===== src/rtl/uart_rb_pkg.sv =====
package uart_rb_pkg;
  localparam int unsigned OFS_W = 3;
  localparam logic [OFS_W-1:0] OFS_DATA = 3'd0;
  localparam logic [OFS_W-1:0] OFS_IER  = 3'd1;
  localparam logic [OFS_W-1:0] OFS_IIR  = 3'd2;
  localparam logic [OFS_W-1:0] OFS_LCR  = 3'd3;
  localparam logic [OFS_W-1:0] OFS_MCR  = 3'd4;
  localparam logic [OFS_W-1:0] OFS_LSR  = 3'd5;
  localparam logic [OFS_W-1:0] OFS_MSR  = 3'd6;

  localparam int unsigned DIVACC_BIT = 7;
  localparam int unsigned LOOP_BIT   = 4;
  localparam int unsigned OUT2_BIT   = 3;

  typedef enum logic [1:0] {
    SRC_MODEM  = 2'b00,
    SRC_THRE   = 2'b01,
    SRC_RXDATA = 2'b10,
    SRC_LINE   = 2'b11
  } irq_src_e;
endpackage


===== src/rtl/uart_rb_cfg.sv =====
module uart_rb_cfg
  import uart_rb_pkg::*;
#(
  parameter int DATA_W = 8
) (
  input  logic                  clk,
  input  logic                  rst,
  input  logic                  wr_en,
  input  logic                  rd_en,
  input  logic [OFS_W-1:0]      addr,
  input  logic [DATA_W-1:0]     wdata,
  output logic [3:0]            ier_q,
  output logic [7:0]            lcr_q,
  output logic [4:0]            mcr_q,
  output logic [2*DATA_W-1:0]   dl_q,
  output logic                  fifo_en,
  output logic [1:0]            rx_trig,
  output logic                  tx_push,
  output logic [DATA_W-1:0]     tx_data,
  output logic                  rx_pop,
  output logic                  rx_flush,
  output logic                  tx_flush,
  output logic                  thre_arm
);
  localparam int DIV_W = 2 * DATA_W;

  logic divacc;
  assign divacc = lcr_q[DIVACC_BIT];

  // enable bit 1 going 0 -> 1 re-arms the holding-empty source
  assign thre_arm = wr_en && (addr == OFS_IER) && !divacc && wdata[1] && !ier_q[1];

  always_ff @(posedge clk) begin
    if (rst) begin
      ier_q    <= '0;
      lcr_q    <= '0;
      mcr_q    <= '0;
      dl_q     <= '0;
      fifo_en  <= 1'b0;
      rx_trig  <= '0;
      tx_push  <= 1'b0;
      tx_data  <= '0;
      rx_pop   <= 1'b0;
      rx_flush <= 1'b0;
      tx_flush <= 1'b0;
    end else begin
      tx_push  <= 1'b0;
      rx_flush <= 1'b0;
      tx_flush <= 1'b0;
      rx_pop   <= rd_en && (addr == OFS_DATA) && !divacc;
      if (wr_en) begin
        case (addr)
          OFS_DATA: begin
            if (divacc) dl_q[DATA_W-1:0] <= wdata;
            else begin
              tx_push <= 1'b1;
              tx_data <= wdata;
            end
          end
          OFS_IER: begin
            if (divacc) dl_q[DIV_W-1:DATA_W] <= wdata;
            else        ier_q <= wdata[3:0];
          end
          OFS_IIR: begin
            fifo_en  <= wdata[0];
            rx_flush <= wdata[1];
            tx_flush <= wdata[2];
            rx_trig  <= wdata[7:6];
          end
          OFS_LCR: lcr_q <= wdata[7:0];
          OFS_MCR: mcr_q <= wdata[4:0];
          default: ;
        endcase
      end
    end
  end
endmodule


===== src/rtl/uart_rb_status.sv =====
module uart_rb_status
  import uart_rb_pkg::*;
(
  input  logic       clk,
  input  logic       rst,
  input  logic       lsr_rd,
  input  logic       msr_rd,
  input  logic       thre_clr,
  input  logic       thre_arm,
  input  logic [3:0] err_in,     // {break, framing, parity, overrun}
  input  logic       tx_hold_empty,
  input  logic [3:0] modem_in,   // {dcd, ri, dsr, cts}
  input  logic [4:0] mcr_q,
  output logic [3:0] lsr_err,
  output logic       thre_flag,
  output logic [7:0] msr_val
);
  logic       hold_prev;
  logic [3:0] msr_src, msr_q, delta, chg;

  // loopback: OUT2->DCD, OUT1->RI, DTR->DSR, RTS->CTS
  assign msr_src = mcr_q[LOOP_BIT] ? {mcr_q[3], mcr_q[2], mcr_q[0], mcr_q[1]} : modem_in;
  assign chg     = {msr_src[3] ^ msr_q[3], msr_q[2] & ~msr_src[2],
                    msr_src[1] ^ msr_q[1], msr_src[0] ^ msr_q[0]};
  assign msr_val = {msr_src, delta};

  always_ff @(posedge clk) begin
    if (rst) begin
      lsr_err   <= '0;
      thre_flag <= 1'b0;
      hold_prev <= 1'b1;
      msr_q     <= msr_src;
      delta     <= '0;
    end else begin
      // new events win over a clear in the same cycle
      lsr_err   <= (lsr_rd ? 4'h0 : lsr_err) | err_in;
      hold_prev <= tx_hold_empty;
      thre_flag <= (thre_flag & ~thre_clr)
                 | (tx_hold_empty & ~hold_prev)
                 | (thre_arm & tx_hold_empty);
      msr_q     <= msr_src;
      delta     <= (msr_rd ? 4'h0 : delta) | chg;
    end
  end
endmodule


===== src/rtl/uart_rb_irq.sv =====
module uart_rb_irq
  import uart_rb_pkg::*;
(
  input  logic [3:0] ier_q,
  input  logic [3:0] lsr_err,
  input  logic       rx_src,
  input  logic       thre_flag,
  input  logic [3:0] msr_delta,
  output logic       pend,
  output irq_src_e   src_id
);
  logic want_line, want_rx, want_thre, want_modem;

  assign want_line  = ier_q[2] & (|lsr_err);
  assign want_rx    = ier_q[0] & rx_src;
  assign want_thre  = ier_q[1] & thre_flag;
  assign want_modem = ier_q[3] & (|msr_delta);

  always_comb begin
    pend   = 1'b1;
    src_id = SRC_MODEM;
    if (want_line)       src_id = SRC_LINE;
    else if (want_rx)    src_id = SRC_RXDATA;
    else if (want_thre)  src_id = SRC_THRE;
    else if (want_modem) src_id = SRC_MODEM;
    else                 pend   = 1'b0;
  end
endmodule


===== src/rtl/uart_regbank.sv =====
module uart_regbank
  import uart_rb_pkg::*;
#(
  parameter int DATA_W = 8
) (
  input  logic                clk,
  input  logic                rst,
  input  logic [2:0]          addr,
  input  logic                wr_en,
  input  logic                rd_en,
  input  logic [DATA_W-1:0]   wdata,
  output logic [DATA_W-1:0]   rdata,
  input  logic [DATA_W-1:0]   rx_byte,
  input  logic                rx_valid,
  input  logic                rx_trig_hit,
  input  logic                rx_overrun,
  input  logic                rx_parity_err,
  input  logic                rx_frame_err,
  input  logic                rx_break,
  input  logic                rx_fifo_err,
  input  logic                tx_hold_empty,
  input  logic                tx_idle,
  input  logic                cts_in,
  input  logic                dsr_in,
  input  logic                ri_in,
  input  logic                dcd_in,
  output logic                tx_push,
  output logic [DATA_W-1:0]   tx_data,
  output logic                rx_pop,
  output logic                rx_flush,
  output logic                tx_flush,
  output logic                fifo_en,
  output logic [1:0]          rx_trig,
  output logic [7:0]          line_cfg,
  output logic [2*DATA_W-1:0] divisor,
  output logic                dtr_out,
  output logic                rts_out,
  output logic                out1_out,
  output logic                out2_out,
  output logic                irq
);
  localparam int DIV_W = 2 * DATA_W;

  logic [3:0]       ier_q;
  logic [7:0]       lcr_q;
  logic [4:0]       mcr_q;
  logic [DIV_W-1:0] dl_q;
  logic             thre_arm, thre_flag, pend, divacc, loop_on;
  logic             iir_thre_rd, thre_clr;
  logic [3:0]       lsr_err;
  logic [7:0]       msr_val, lsr_val, iir_val;
  logic [DATA_W-1:0] rd_val;
  irq_src_e         src_id;

  uart_rb_cfg #(.DATA_W(DATA_W)) u_cfg (
    .clk(clk), .rst(rst), .wr_en(wr_en), .rd_en(rd_en), .addr(addr), .wdata(wdata),
    .ier_q(ier_q), .lcr_q(lcr_q), .mcr_q(mcr_q), .dl_q(dl_q),
    .fifo_en(fifo_en), .rx_trig(rx_trig), .tx_push(tx_push), .tx_data(tx_data),
    .rx_pop(rx_pop), .rx_flush(rx_flush), .tx_flush(tx_flush), .thre_arm(thre_arm)
  );

  assign divacc      = lcr_q[DIVACC_BIT];
  assign loop_on     = mcr_q[LOOP_BIT];
  assign iir_thre_rd = rd_en && (addr == OFS_IIR) && pend && (src_id == SRC_THRE);
  assign thre_clr    = iir_thre_rd || (wr_en && (addr == OFS_DATA) && !divacc);

  uart_rb_status u_stat (
    .clk(clk), .rst(rst),
    .lsr_rd(rd_en && (addr == OFS_LSR)),
    .msr_rd(rd_en && (addr == OFS_MSR)),
    .thre_clr(thre_clr), .thre_arm(thre_arm),
    .err_in({rx_break, rx_frame_err, rx_parity_err, rx_overrun}),
    .tx_hold_empty(tx_hold_empty),
    .modem_in({dcd_in, ri_in, dsr_in, cts_in}),
    .mcr_q(mcr_q), .lsr_err(lsr_err), .thre_flag(thre_flag), .msr_val(msr_val)
  );

  uart_rb_irq u_irq (
    .ier_q(ier_q), .lsr_err(lsr_err),
    .rx_src(fifo_en ? rx_trig_hit : rx_valid),
    .thre_flag(thre_flag), .msr_delta(msr_val[3:0]),
    .pend(pend), .src_id(src_id)
  );

  assign lsr_val = {fifo_en & rx_fifo_err, tx_idle, tx_hold_empty, lsr_err, rx_valid};
  assign iir_val = {fifo_en, fifo_en, 3'b000, src_id, ~pend};

  always_comb begin
    case (addr)
      OFS_DATA: rd_val = divacc ? dl_q[DATA_W-1:0] : rx_byte;
      OFS_IER:  rd_val = divacc ? dl_q[DIV_W-1:DATA_W] : DATA_W'(ier_q);
      OFS_IIR:  rd_val = DATA_W'(iir_val);
      OFS_LCR:  rd_val = DATA_W'(lcr_q);
      OFS_MCR:  rd_val = DATA_W'(mcr_q);
      OFS_LSR:  rd_val = DATA_W'(lsr_val);
      OFS_MSR:  rd_val = DATA_W'(msr_val);
      default:  rd_val = '0;
    endcase
  end

  always_ff @(posedge clk) begin
    if (rst) begin
      rdata <= '0;
      irq   <= 1'b0;
    end else begin
      if (rd_en) rdata <= rd_val;
      irq <= mcr_q[OUT2_BIT] & pend;
    end
  end

  assign line_cfg = lcr_q;
  assign divisor  = dl_q;
  assign dtr_out  = mcr_q[0] & ~loop_on;
  assign rts_out  = mcr_q[1] & ~loop_on;
  assign out1_out = mcr_q[2] & ~loop_on;
  assign out2_out = mcr_q[3] & ~loop_on;
endmodule


===== config.mk =====
export PLATFORM = sky130hd
export DESIGN_NAME = uart_regbank
export DESIGN_NICKNAME = d
export VERILOG_FILES = /design/src/rtl/uart_rb_pkg.sv /design/src/rtl/uart_rb_cfg.sv /design/src/rtl/uart_rb_status.sv /design/src/rtl/uart_rb_irq.sv /design/src/rtl/uart_regbank.sv
export SDC_FILE = /design/constraint.sdc
export NUM_CORES = 1
export LEC_CHECK = 0
export BUFFER_PORTS_ARGS = -buffer_cell sky130_fd_sc_hd__buf_2
export CAP_MARGIN = 30
export CORE_ASPECT_RATIO = 2
export CORE_MARGIN = 4
export CORE_UTILIZATION = 40
export CTS_CLUSTER_DIAMETER = 150
export CTS_CLUSTER_SIZE = 14
export DETAILED_ROUTE_END_ITERATION = 6
export PLACE_DENSITY = 0.65
export SETUP_SLACK_MARGIN = 0.1
export SLEW_MARGIN = 20
export SYNTH_ARGS = -nofsm -noshare
export SYNTH_HDL_FRONTEND = slang
export SYNTH_SLANG_ARGS = --single-unit

===== constraint.sdc =====
create_clock -name clk -period 1.4 [get_ports clk]
set_input_delay 0.14 -clock clk [delete_from_list [all_inputs] [get_ports clk]]
set_output_delay 0.14 -clock clk [all_outputs]
set_load 0.01 [all_outputs]

==> summary.md <==
| Metric | Value |
|---|---|
| Internal Power | 3.945 mW |
| Post-synth top flop | dfxtp_1 |
| Vias per cell | roughly 5.4 |
| Worst-path clk slew | around 60 ps |
| Finish-stage setup viols | 0 |
| Register area | around 0.0014 mm^2 |
| Overall global routing resource usage | between 20% and 30% |
| Status | complete, no violations |
| Sw power | roughly 1.3 mW |
| Largest net degree at the start of global routing | 22 |
| Synth cell types | 53 |
| Mux cell area share after synthesis | 12.76% |
| Post-synth EDFFs | 0 |
| Hold wc startpoint | rx_frame_err |
| Slew Limit Fails | 0 |
| Worst Tran Pin Value | 510.0 ps |
| Peak supply drop | ~0.73 mV |
| Number of fill cells in the layout | 706 |
| Fmax | around 0.72 GHz |
| Share of cells above drive strength 1 | ~42% |
| #FFs+latches synth | 71 |
| Synth-to-Final Area Change | 46.64% |
| Io pins | 88 |
| Top cell type's share of synthesized area | between 40% and 50% |
| Tcrit/Tclk final | 99.75% |
| Comb pwr share | ~12% |
| Hold EP | u_stat.lsr_err[2]$_SDFF_PP0_ |
| Worst Clk Skew | approximately 7.2 ps |
| Ys Warns | 0 |
| Simple-Gate Fraction of Synth Area | a little over 20% |
| Power per Cell Area | ~1100 mW/mm^2 |
| Setup TNS | 0 ps |
| Clock network fraction of total power | between 40% and 50% |
| Post-Synth XOR/XNOR Area | 0% |
| Finished Layout Cells | 602 |
| HPWL Detailed | around 8900 um |
| Initial antenna violation count | 0 |
| Setup crit start kind | flip-flop |
| CTS tree | yes |
| Flop pwr share | 40.5% |
| Post-route DRC | 0 |
| Clock buffer depth | 2 |
| WS Path Type | flip-flop to flip-flop |
| Overflow left after global routing | 0 |
| Vias | around 3.3k |
| Top cells by area, synth | dfxtp_1, mux2i_1, a21oi_1 |
| First-pass GRT wire length | between 15000 and 20000 um |
| Main combinational cell family by area after synthesis | simple AND/OR/NAND/NOR gates |
| Static leakage | ~2.1 nW |
| WL/cell | 19.18 um |
| Core ar. | ~0.008 mm^2 |
| Multi-input logic area | roughly 0.0019 mm^2 |
| Async SR Flop Fraction | 0% |
| Placed cell count | 583 |
| PortBufs | just under 90 |
| Final WL | between 10000 and 15000 um |
| Post-Syn Area per Cell | around 9 um^2 |
| Starting Density | 40.97% |
| GP Congestion | 0.8940 |
| Switching fraction of total power | roughly 24% |
| Post-synthesis compound-gate area fraction | between 10% and 20% |
| Design area | approximately 0.0048 mm^2 |
| Detail Route Antenna Nets | 0 |
| Mapped Area | 0.003254 mm^2 |
| # rows | 46 |
| CP Capture Type | flip-flop |
| Reg2reg start | u_cfg.lcr_q[7]$_SDFFE_PP0P_ |
| Nets@finish | roughly 540 |
| Register area share after synthesis | 43.68% |
| Worst EP required | between 1500 and 2000 ps |
| Clk Latency, worst-skew pair | 340 ps |
| DR pass1 iterations | 4 |
| Die H | 135.6 um |
| Vias in the first global route | roughly 3.2k |
| CTS Root Cell | clkbuf_16 |
| Post-synth top area cell | dfxtp_1 |
| Post-CTS Hold Fix Bufs | 0 |
| Die Footprint | ~0.01 mm^2 |
| Area after DPL | about 0.0042 mm^2 |
| Synth Net Count | 399 |
| Critical Path Fanout Max | 7 |
| RSZ-0062 raised after global routing | yes |
| H-tree levels | 3 |
| CTS sink count | 71 |
| Cells after Synth | 363 |
| Worst r2r path cells | 6 |
| Worst Path Arrival | about 1600 ps |
| Iteration-0 DRC Markers | 240 |
| Max_cap viols | 0 |
| R2R Setup Slk | 4 ps |
| Worst flop-to-flop path endpoint | rdata[6]$_SDFFE_PP0P_ |
| Final total power | roughly 5.2 mW |
| WHS Path Cells | 3 |
| Fin. Hold Viols | 0 |
| Adder-cell area share of the yosys netlist | 0% |
| Number of inserted diodes | 0 |
| Crit path time final | 1396 ps |
| CP Launch Point | u_cfg.lcr_q[7]$_SDFFE_PP0P_ |
| Rel. slew slack | about two thirds |
| CTS buffer count | 9 |
| Worst min path class | input port to flip-flop |
| Die Width | around 72 um |
-- cell families after synthesis --
family	after synthesis
muxes	41
DFF	71
AOI/OAI and AO/OA	93
and+or+nand+nor	129
buffers and inverters	29
-- cell usage in the layout (no fill, tap or decap), types with 3 or more instances in the layout --
cell       synthesis  layout
buf_2              5      87
dfxtp_1           71      65
buf_4              4      51
nand2_1           44      42
a21oi_1           38      36
nor2_1            35      34
mux2i_1           37      28
o21ai_0           15      13
nand3_1           11      11
nand2b_1           9       9
clkbuf_16          0       9
inv_1              7       7
nor2b_1            7       6
mux2i_4            0       5
a22o_1             5       5
a211oi_2           0       5
a221oi_2           2       5
mux2i_2            0       4
o21ai_1            2       4
clkinv_4           0       4
buf_6              4       4
buf_12             0       4
dfxtp_2            0       4
mux2_2             4       3
a21o_1             3       3
-- cell usage after synthesis, types with 3 or more instances --
cell      number
a221oi_1       5
buf_4          4
a211oi_1       5
nor2b_1        7
clkbuf_1       9
o21ai_0       15
nor2_1        35
mux2_2         4
nand2b_1       9
a22o_1         5
o22ai_1        3
mux2i_1       37
a311oi_1       3
nand3_1       11
buf_6          4
nand2_1       44
dfxtp_1       71
a21o_1         3
a21oi_1       38
buf_2          5
inv_1          7
-- through the flow --
| stage | hold WS, ps | worst slack [ps] | util [%] |
|---|---|---|---|
| floorplan | 246.6 | 100.5 | - |
| global placement | 349.2 | -183.5 | 52.41 |
| detailed placement | 358.2 | -201.8 | 52.41 |
| CTS | 10.13 | 10.10 | 57.66 |
| global route | 34.17 | -76.80 | 60.08 |
| finish | 18.44 | 3.564 | 60.08 |
-- registers in the layout, indices dropped and copies added (netlist names), 2 cells and up --
name / flops
u_cfg.lcr_q: 8
u_cfg.mcr_q: 5
u_cfg.rx_trig: 2
u_stat.lsr_err: 4
u_stat.msr_q: 4
rdata: 8
u_stat.delta: 4
u_cfg.dl_q: 16
u_cfg.tx_data: 8
u_cfg.ier_q: 4
-- final cells by class --
type / instances / area share [%]
well taps: 96 / 2.517
flip-flops and latches: 71 / 30.05
repair buffers: 148 / 20.40
multi-input cells: 264 / 39.70
clock inverters: 6 / 1.993
inverters: 7 / 0.5506
clock buffers: 10 / 4.798
-- repair_timing --
action | in CTS | in global routing
pin swaps | 7 | 18
endpoints found under the hold margin | 0 | 0
endpoints found under the setup margin | 26 | 33
buffers inserted | 0 | 3
resized for setup | 22 | 37
gates cloned | 0 | 1
-- power groups by stage --
stage | logic [mW] | registers [mW] | clock network, mW
6_report | 0.639 | 2.11 | 2.47
5_1_grt | 0.689 | 2.12 | 2.60
4_1_cts | 0.594 | 2.11 | 2.51
3_5_place_dp | 0.568 | 2.16 | 0
3_3_place_gp | 0.565 | 2.16 | 0
2_1_floorplan | 0.269 | 2.16 | 0
-- worst max-delay path by stage --
| stage | endpoint | slack (ps) | depth (start not counted) |
|---|---|---|---|
| final | rdata[6]$_SDFFE_PP0P_ | 4 | 6 |
| after global routing | rdata[0]$_SDFFE_PP0P_ | -80 | 4 |
| after CTS | rdata[6]$_SDFFE_PP0P_ | 10 | 6 |
| after detailed placement | rdata[1]$_SDFFE_PP0P_ | -200 | 6 |
| after global placement | rdata[2]$_SDFFE_PP0P_ | -180 | 6 |
| after floorplan | rdata[0]$_SDFFE_PP0P_ | 100 | 4 |
-- routing by layer --
layer  GRT usage, %  share of wire (%)  up-vias
li1               -                  -     1568
met1          25.89                 37     1539
met2          41.19                 55      113
met3          4.606                4.4       30
met4          15.79                4.1        0
met5              0                  0        -
-- critical path, cell delays in order (launching register included) --
cell and delay, ps:
dfxtp_4 380, buf_12 140, buf_8 110, mux2i_4 210
o21ai_2 60, a311oi_1 230, a221oi_1 120
Note: power is estimated with default switching activity, not from simulation.
